===== src/rtl/hdlc_arb_pkg.sv =====
package hdlc_arb_pkg;

  typedef enum logic [0:0] {
    ST_WAIT = 1'b0,
    ST_SEND = 1'b1
  } arbState_t;

  // strobes from control to datapath
  typedef struct packed {
    logic cntIdle;     // advance idle counter with sampled level
    logic clrIdle;     // clear idle counter
    logic loadBit;     // capture next bit from framer
    logic setBackoff;  // arm long idle requirement
    logic clrBackoff;  // drop long idle requirement
  } dpCtrl_t;

endpackage


===== src/rtl/hdlc_arb_dp.sv =====
module hdlc_arb_dp
  import hdlc_arb_pkg::*;
#(
  parameter int IDLE_NORMAL  = 8,
  parameter int IDLE_BACKOFF = 10
) (
  input  logic    clk,
  input  logic    rstN,
  input  dpCtrl_t ctl,
  input  logic    sending,
  input  logic    txBit,
  input  logic    txLast,
  input  logic    busSense,
  output logic    idleMet,
  output logic    mismatch,
  output logic    curLast,
  output logic    driveLow
);

  localparam int CNT_MAXV = (IDLE_BACKOFF > IDLE_NORMAL) ? IDLE_BACKOFF : IDLE_NORMAL;
  localparam int CNT_W    = $clog2(CNT_MAXV + 1);
  localparam logic [CNT_W-1:0] CNT_MAX  = CNT_W'(CNT_MAXV);
  localparam logic [CNT_W-1:0] NEED_LO  = CNT_W'(IDLE_NORMAL);
  localparam logic [CNT_W-1:0] NEED_HI  = CNT_W'(IDLE_BACKOFF);

  logic [CNT_W-1:0] idleCnt;
  logic [CNT_W-1:0] nextCnt;
  logic [CNT_W-1:0] idleNeed;
  logic             backoff;
  logic             curBit;

  // count including the level sampled on this strobe, saturating
  always_comb begin
    if (!busSense)            nextCnt = '0;
    else if (idleCnt == CNT_MAX) nextCnt = CNT_MAX;
    else                      nextCnt = idleCnt + 1'b1;
  end

  assign idleNeed = backoff ? NEED_HI : NEED_LO;
  assign idleMet  = (nextCnt >= idleNeed);
  assign mismatch = curBit && !busSense;
  assign driveLow = sending && !curBit;

  always_ff @(posedge clk) begin
    if (!rstN) begin
      idleCnt <= '0;
    end else if (ctl.clrIdle) begin
      idleCnt <= '0;
    end else if (ctl.cntIdle) begin
      idleCnt <= nextCnt;
    end
  end

  always_ff @(posedge clk) begin
    if (!rstN) begin
      backoff <= 1'b0;
    end else if (ctl.setBackoff) begin
      backoff <= 1'b1;
    end else if (ctl.clrBackoff) begin
      backoff <= 1'b0;
    end
  end

  always_ff @(posedge clk) begin
    if (!rstN) begin
      curBit  <= 1'b1;
      curLast <= 1'b0;
    end else if (ctl.loadBit) begin
      curBit  <= txBit;
      curLast <= txLast;
    end
  end

endmodule


===== src/rtl/hdlc_arb_ctrl.sv =====
module hdlc_arb_ctrl
  import hdlc_arb_pkg::*;
(
  input  logic    clk,
  input  logic    rstN,
  input  logic    bitEn,
  input  logic    txReq,
  input  logic    idleMet,
  input  logic    mismatch,
  input  logic    curLast,
  output dpCtrl_t ctl,
  output logic    sending,
  output logic    bitReady,
  output logic    collision,
  output logic    done
);

  arbState_t state, nextState;
  logic      collNext;
  logic      doneNext;

  always_comb begin
    ctl       = '0;
    nextState = state;
    bitReady  = 1'b0;
    collNext  = 1'b0;
    doneNext  = 1'b0;
    case (state)
      ST_WAIT: begin
        if (bitEn) begin
          if (txReq && idleMet) begin
            ctl.loadBit    = 1'b1;
            ctl.clrBackoff = 1'b1;
            ctl.clrIdle    = 1'b1;
            bitReady       = 1'b1;
            nextState      = ST_SEND;
          end else begin
            ctl.cntIdle = 1'b1;
          end
        end
      end
      ST_SEND: begin
        if (bitEn) begin
          if (mismatch) begin
            ctl.clrIdle = 1'b1;
            collNext    = 1'b1;
            nextState   = ST_WAIT;
          end else if (curLast) begin
            ctl.clrIdle    = 1'b1;
            ctl.setBackoff = 1'b1;
            doneNext       = 1'b1;
            nextState      = ST_WAIT;
          end else begin
            ctl.loadBit = 1'b1;
            bitReady    = 1'b1;
          end
        end
      end
      default: nextState = ST_WAIT;
    endcase
  end

  always_ff @(posedge clk) begin
    if (!rstN) begin
      state     <= ST_WAIT;
      collision <= 1'b0;
      done      <= 1'b0;
    end else begin
      state     <= nextState;
      collision <= collNext;
      done      <= doneNext;
    end
  end

  assign sending = (state == ST_SEND);

endmodule


===== src/rtl/hdlc_bus_arbiter.sv =====
module hdlc_bus_arbiter
  import hdlc_arb_pkg::*;
#(
  parameter int IDLE_NORMAL  = 8,
  parameter int IDLE_BACKOFF = 10
) (
  input  logic clk,
  input  logic rstN,
  input  logic bitEn,
  input  logic txReq,
  input  logic txBit,
  input  logic txLast,
  output logic bitReady,
  input  logic busSense,
  output logic driveLow,
  output logic txOn,
  output logic collision,
  output logic done
);

  dpCtrl_t ctl;
  logic    idleMet;
  logic    mismatch;
  logic    curLast;

  hdlc_arb_ctrl u_ctrl (
    .clk       (clk),
    .rstN      (rstN),
    .bitEn     (bitEn),
    .txReq     (txReq),
    .idleMet   (idleMet),
    .mismatch  (mismatch),
    .curLast   (curLast),
    .ctl       (ctl),
    .sending   (txOn),
    .bitReady  (bitReady),
    .collision (collision),
    .done      (done)
  );

  hdlc_arb_dp #(
    .IDLE_NORMAL  (IDLE_NORMAL),
    .IDLE_BACKOFF (IDLE_BACKOFF)
  ) u_dp (
    .clk      (clk),
    .rstN     (rstN),
    .ctl      (ctl),
    .sending  (txOn),
    .txBit    (txBit),
    .txLast   (txLast),
    .busSense (busSense),
    .idleMet  (idleMet),
    .mismatch (mismatch),
    .curLast  (curLast),
    .driveLow (driveLow)
  );

endmodule


===== config.mk =====
export PLATFORM = sky130hd
export DESIGN_NAME = hdlc_bus_arbiter
export DESIGN_NICKNAME = d
export VERILOG_FILES = /design/src/rtl/hdlc_arb_pkg.sv /design/src/rtl/hdlc_arb_dp.sv /design/src/rtl/hdlc_arb_ctrl.sv /design/src/rtl/hdlc_bus_arbiter.sv
export SDC_FILE = /design/constraint.sdc
export NUM_CORES = 1
export LEC_CHECK = 0
export BUFFER_PORTS_ARGS = -buffer_cell sky130_fd_sc_hd__buf_2
export CORE_AREA = 4 4 41 43
export CTS_BUF_LIST = sky130_fd_sc_hd__clkbuf_8
export DETAILED_ROUTE_END_ITERATION = 12
export DIE_AREA = 0 0 45 47
export GPL_TIMING_DRIVEN = 1
export PLACE_DENSITY = 0.72
export SYNTH_ARGS = -nofsm -noshare
export SYNTH_HDL_FRONTEND = slang
export SYNTH_HIERARCHICAL = 1
export SYNTH_SLANG_ARGS = --single-unit

===== constraint.sdc =====
create_clock -name clk -period 2.95 [get_ports clk]
set_input_delay 0.295 -clock clk [delete_from_list [all_inputs] [get_ports clk]]
set_output_delay 0.295 -clock clk [all_outputs]
set_load 0.05 [all_outputs]

==> flow_summary.toml, run 1 <==
[placement]
dp_hpwl_um = 824
globalplace.congestion = 0.780
port_buffers = 11
place_area_um2 = 623

[setup_path]
end_kind = "primary output"
critPathKind = "flip-flop to primary output"
cp-start-kind = "flip-flop"
cp_max_fo = 5
timing.rr.start = "u_dp/idleCnt[0]"
worst_ep_arrival_time_ps = 2410
r2r_end = "u_dp/idleCnt[2]"
required_ps = 2650
r2r_cells = 11
worst-r2r-setup-slack_ps = 440

[synth]
synth_cells = 65
yosysWarnings = 6
synth_top_area_share_pct = 36.0
synth_area_leaders = "dfxtp_1 (36%), nand2b_1 (7.9%), ha_1 (6.7%)"
synth_top_cell_by_area = "dfxtp_1"
synth-seq-cells = 10
synthesis.nets = 75
synth_edf_count = 0
ys_types = 26
synth_flop_cell = "dfxtp_1"
synth_seq_area_share_pct = 36.0
ys_async_sr_fraction_pct = 0
syn_area_per_cell_um2 = 8.57
syn_area_um2 = 557

[sta]
setup_viol = 0
finalCriticalPeriod_ps = 2710
slew_headroom_pct = 72.6
rsz0062_at_grt = "false"
finalCritPeriodShare_pct = 91.8
worst_pin_slew_ps = 411
tns_ps = 0
drv_slew = 0
fmax_ghz = 0.369
hold_viol_final = 0
finClkSkew_ps = 1.19

[clocking]
numCtsBuffers = 3
root_buffer = "clkbuf_8"
tritoncts = "yes"
clock_path_buffers = 2
cts.clk_slew.worst_paths_ps = 50
clkLatencyLatePin_ps = 240
cts_htree_levels = 1
numClockSinks = 10
postCtsSetupRepairBufs = 0

[drt]
vias_per_cell = 5.27
drt_pass1_iterations = 4
initialDrtViolationCount = 9
drcViolationCount = 0
wl_per_cell_um = 11.7
wl_mm = 1.10
ant_nets = 0
vias = 495

[global_route]
grt.overflow.total = 0
grtUsageMet2_pct = 18.4
antenna_found_initial = 0
grt_usage_pct = 12.1
grt_pass1_vias = 420
use_met3_pct = 7.28
busiest_layer = "met2"
grt_start_max_net_pins = 8
met1_usage_pct = 14.4
grt_pass1_wl_mm = 1.82

[outcome]
status = "finished clean"

[finish]
final_nets = 90
n_antenna_cell = 0
design_area_um2 = 686
drive_above_1_share_pct = 21.5
fillCellCount = 123
syn2layout_area_growth_pct = 23.1

[hold_path]
min_delay_path_depth = 3
hold_end = "u_dp/curBit"
holdCritStartpoint = "txBit"
hp-class = "input port to flip-flop"

[power]
cellLeakagePower_nw = 0.289
power-per-cell-area_nw_per_um2 = 485
irDropWorstVdd_uv = 375

[floorplanning]
die_x_um = 45
die_area_um2 = 2120
io_pins = 12
rows = 13
die_h_um = 47
fp.coreArea_um2 = 1300
start_util_pct = 42.8

[flow_run]
maxCapViolations = 0
how the worst max path moves through the flow:
stage                     from     endpoint  slack, ps  depth (start not counted)
2_1_floorplan   u_ctrl/sending  u_dp/curBit        190                          5
3_3_place_gp   u_dp/idleCnt[0]     bitReady        450                          9
3_5_place_dp   u_dp/idleCnt[0]     bitReady        400                          9
4_1_cts        u_dp/idleCnt[0]     bitReady        120                          9
5_1_grt        u_dp/idleCnt[0]     bitReady         50                          9
6_report       u_dp/idleCnt[0]     bitReady        240                          9
metrics by stage:
step	power, W	instances	hold slack (ps)	setup WS, ps	util, %
finish	0.000332	94	271	241	52.7
global placement	0.000161	90	502	451	47.9
global route	0.000348	94	274	51.4	52.7
floorplan	0.000152	65	357	194	-
CTS	0.000338	94	266	123	52.1
detailed placement	0.000161	90	495	401	47.9
cell usage after synthesis (2+ instances only):
cell,instances
o21a_1,2
o21ai_0,2
mux2i_1,2
nor2b_1,5
nand2b_1,7
nand2_1,6
or3b_1,3
o31ai_1,2
a21oi_1,3
ha_1,3
nor2_1,2
inv_1,4
dfxtp_1,10
nand3_1,2
per-layer routing:
layer,wire length [µm],up-vias
met4,0,0
li1,-,257
met2,512,15
met5,0,-
met3,84,0
met1,506,223
report_power, final:
part | internal (W) | switching [W] | total (W)
clock network | 0.000118 | 0.0000562 | 0.000174
registers | 0.000136 | 0.00000131 | 0.000138
logic | 0.00000921 | 0.0000114 | 0.0000207
total | 0.000263 | 0.0000690 | 0.000332
cell families after synthesis:
logic type / after synthesis / synth area share [%]
AOI/OAI and AO/OA: 13 / 15.3
adders and majority gates: 3 / 6.74
buffers and inverters: 5 / 4.04
DFF: 10 / 36.0
muxes: 2 / 3.60
and+or+nand+nor: 32 / 34.4
cell type report:
type	instances	area, µm²	area share [%]
Clock buffer	4	55.1	8.03
Multi-Input combinational cell	50	339	49.5
Sequential cell	10	200	29.2
Inverter	4	15.0	2.19
Timing Repair Buffer	11	57.6	8.39
Tap cell	15	18.8	2.74
flip-flops by register name (all words and copies together) (netlist names):
name,flops
u_ctrl/sending,1
u_ctrl/collision,1
u_ctrl/done,1
u_dp/curLast,1
u_dp/backoff,1
u_dp/idleCnt,4
u_dp/curBit,1
worst max-delay path, stage by stage, from the launching register on:
cell      delay (ps)
dfxtp_1          390
inv_1             60
ha_1             290
nand2b_1         140
ha_1             270
o21ai_0           70
a32oi_1          250
nand4b_1         240
o31ai_2          180
buf_4            270
repair_timing:
action / in CTS / in global routing
hold endpoints to repair: 0 / 0
gates resized for setup: 0 / 3
hold buffers: 0 / 0
endpoints found under the setup margin: 0 / 1
placed cells by master (no fill, tap or decap), types with 3 or more instances in the layout:
master     n
a21oi_1    3
buf_2     10
clkbuf_8   4
dfxtp_1   10
ha_1       3
inv_1      4
nand2_1    6
nand2b_1   7
nor2b_1    5
or3b_1     3
Note: power is estimated with default switching activity, not from simulation.
==> run 2, diff against run 1 <==
==> constraint.sdc (replaced) <==
create_clock -name clk -period 2.95 [get_ports clk]
set_input_delay 0.1475 -clock clk [delete_from_list [all_inputs] [get_ports clk]]
set_output_delay 0.1475 -clock clk [all_outputs]
set_load 0.05 [all_outputs]
==> flow_summary.toml, run 2 (synthesis results as in run 1) <==
[setup_path]
cp-start-kind = "flip-flop"
crit_family = "adder cells"
required_ps = 2800
critPathKind = "flip-flop to primary output"
worst_ep_arrival_time_ps = 2550
critPathMaxStageDelay_ps = 380
crit_top_cell = "ha_1"
crit_buf_inv = 2
cp_cell_sequence = "inv_1, ha_1, nand2b_1, ha_1, o21ai_0, a32oi_1, nand4b_1, o31ai_1, buf_2"
cp_max_fo = 5
crit_path_top_delay_cell = "dfxtp_1"
end_kind = "primary output"

[sta]
drv_slew = 0
tns_ps = 0
hold_viol_final = 0
finalCriticalPeriod_ps = 2690
finalCritPeriodShare_pct = 91.3
setup_viol = 0
worst_pin_slew_ps = 511
fmax_ghz = 0.371
slew_headroom_pct = 65.6
finClkSkew_ps = 1.74
rsz0062_at_grt = "false"

[finish]
largest_register_ffs = 4
final_nets = 90
largest-register = "u_dp/idleCnt"
final_cell_mix = "buf_2 (11), dfxtp_1 (10), nand2b_1 (7), nand2_1 (6), nor2b_1 (5)"
n_antenna_cell = 0
drive_above_1_share_pct = 20.3
final_core_util_pct = 52.1
final_common_cell = "buf_2"
syn2layout_area_growth_pct = 21.8

[global_route]
busiest_layer = "met2"
grt_pass1_vias = 404
grt_usage_pct = 11.6
grt_pass1_wl_mm = 1.68
met1_usage_pct = 13.4
antenna_found_initial = 0
grt.overflow.total = 0
grtUsageMet2_pct = 17.2
use_met3_pct = 4.60
grt_start_max_net_pins = 8

[drt]
drcViolationCount = 0
drt_pass1_iterations = 4
wl_mm = 1.07
vias_per_cell = 5.26
wl_per_cell_um = 11.4
ant_nets = 0
vias = 494
initialDrtViolationCount = 9

[floorplanning]
die_area_um2 = 2120
fp.coreArea_um2 = 1300
die_h_um = 47
io_pins = 12
start_util_pct = 42.8
rows = 13
die_x_um = 45

[hold_path]
hp-class = "input port to flip-flop"

[clocking]
cts.repair.resized = 0
clkLatencyLatePin_ps = 240
numCtsBuffers = 3
clock_path_buffers = 2
postCtsHoldBufs = 0
postCtsSetupRepairBufs = 0
root_buffer = "clkbuf_8"
numClockSinks = 10
cts.clk_slew.worst_paths_ps = 50
tritoncts = "yes"
cts_htree_levels = 1

[power]
p_sw_share_pct = 20.6
seq_power_share_pct = 41.5
p_comb_share_pct = 6.2
cellLeakagePower_nw = 0.286
irDropWorstVdd_uv = 218
power-per-cell-area_nw_per_um2 = 489
p_int_w = 0.000263
clock_power_share_pct = 52.2
power.switching_w = 0.0000685

[outcome]
status = "finished clean"

[placement]
dp_hpwl_um = 834
globalplace.congestion = 0.817
port_buffers = 11

[flow_run]
maxCapViolations = 0
## run 2: changes by cell type in the layout (fill, tap and decap cells not counted)
cell / delta
buf_2: +1
buf_4: -1
o31ai_1: +1
o31ai_2: -1
## run 2: through the flow
| stage | instances | hold WS (ps) | area (µm²) | setup WS [ps] | power (W) |
|---|---|---|---|---|---|
| global placement | 90 | 361 | 623 | 577 | 0.000161 |
| finish | 94 | 125 | 678 | 257 | 0.000332 |
| global route | 94 | 148 | 678 | 97.1 | 0.000348 |
| CTS | 94 | 122 | 678 | 272 | 0.000338 |
| floorplan | 65 | 209 | 557 | 194 | 0.000152 |
| detailed placement | 90 | 371 | 623 | 478 | 0.000161 |
## run 2: power by group through the flow
stage | clock [W] | combinational, W | sequential, W
floorplan | 0 | 0.0000117 | 0.000140
global placement | 0 | 0.0000202 | 0.000140
detailed placement | 0 | 0.0000207 | 0.000140
CTS | 0.000179 | 0.0000208 | 0.000138
global route | 0.000187 | 0.0000235 | 0.000138
finish | 0.000173 | 0.0000207 | 0.000138
## run 2: area by class of cell
| class | count | area [µm²] |
|---|---|---|
| flip-flops and latches | 10 | 200 |
| inverters | 4 | 15.0 |
| well taps | 15 | 18.8 |
| fillers | 139 | 623 |
| repair buffers | 11 | 55.1 |
| multi-input cells | 50 | 334 |
| clock buffers | 4 | 55.1 |
## run 2: routing by layer
metal	vias up	share of wire, %
met5	-	0
met1	218	46
met4	0	2.1
met2	16	45
met3	3	6.5
li1	257	-
## run 2: worst min-delay path: cells and delay by family
kind / cells / cell delay [ps]
simple gates: 1 / 60
mux: 1 / 50
buf+inv: 1 / 70
## run 2: worst paths after layout
path,slack (ps),from,endpoint,cells past startpoint
max reg2reg,450,u_dp/idleCnt[0],u_dp/idleCnt[2],11
min reg2reg,510,u_dp/curBit,u_dp/curBit,2
min,120,txBit,u_dp/curBit,3
max,260,u_dp/idleCnt[0],bitReady,9
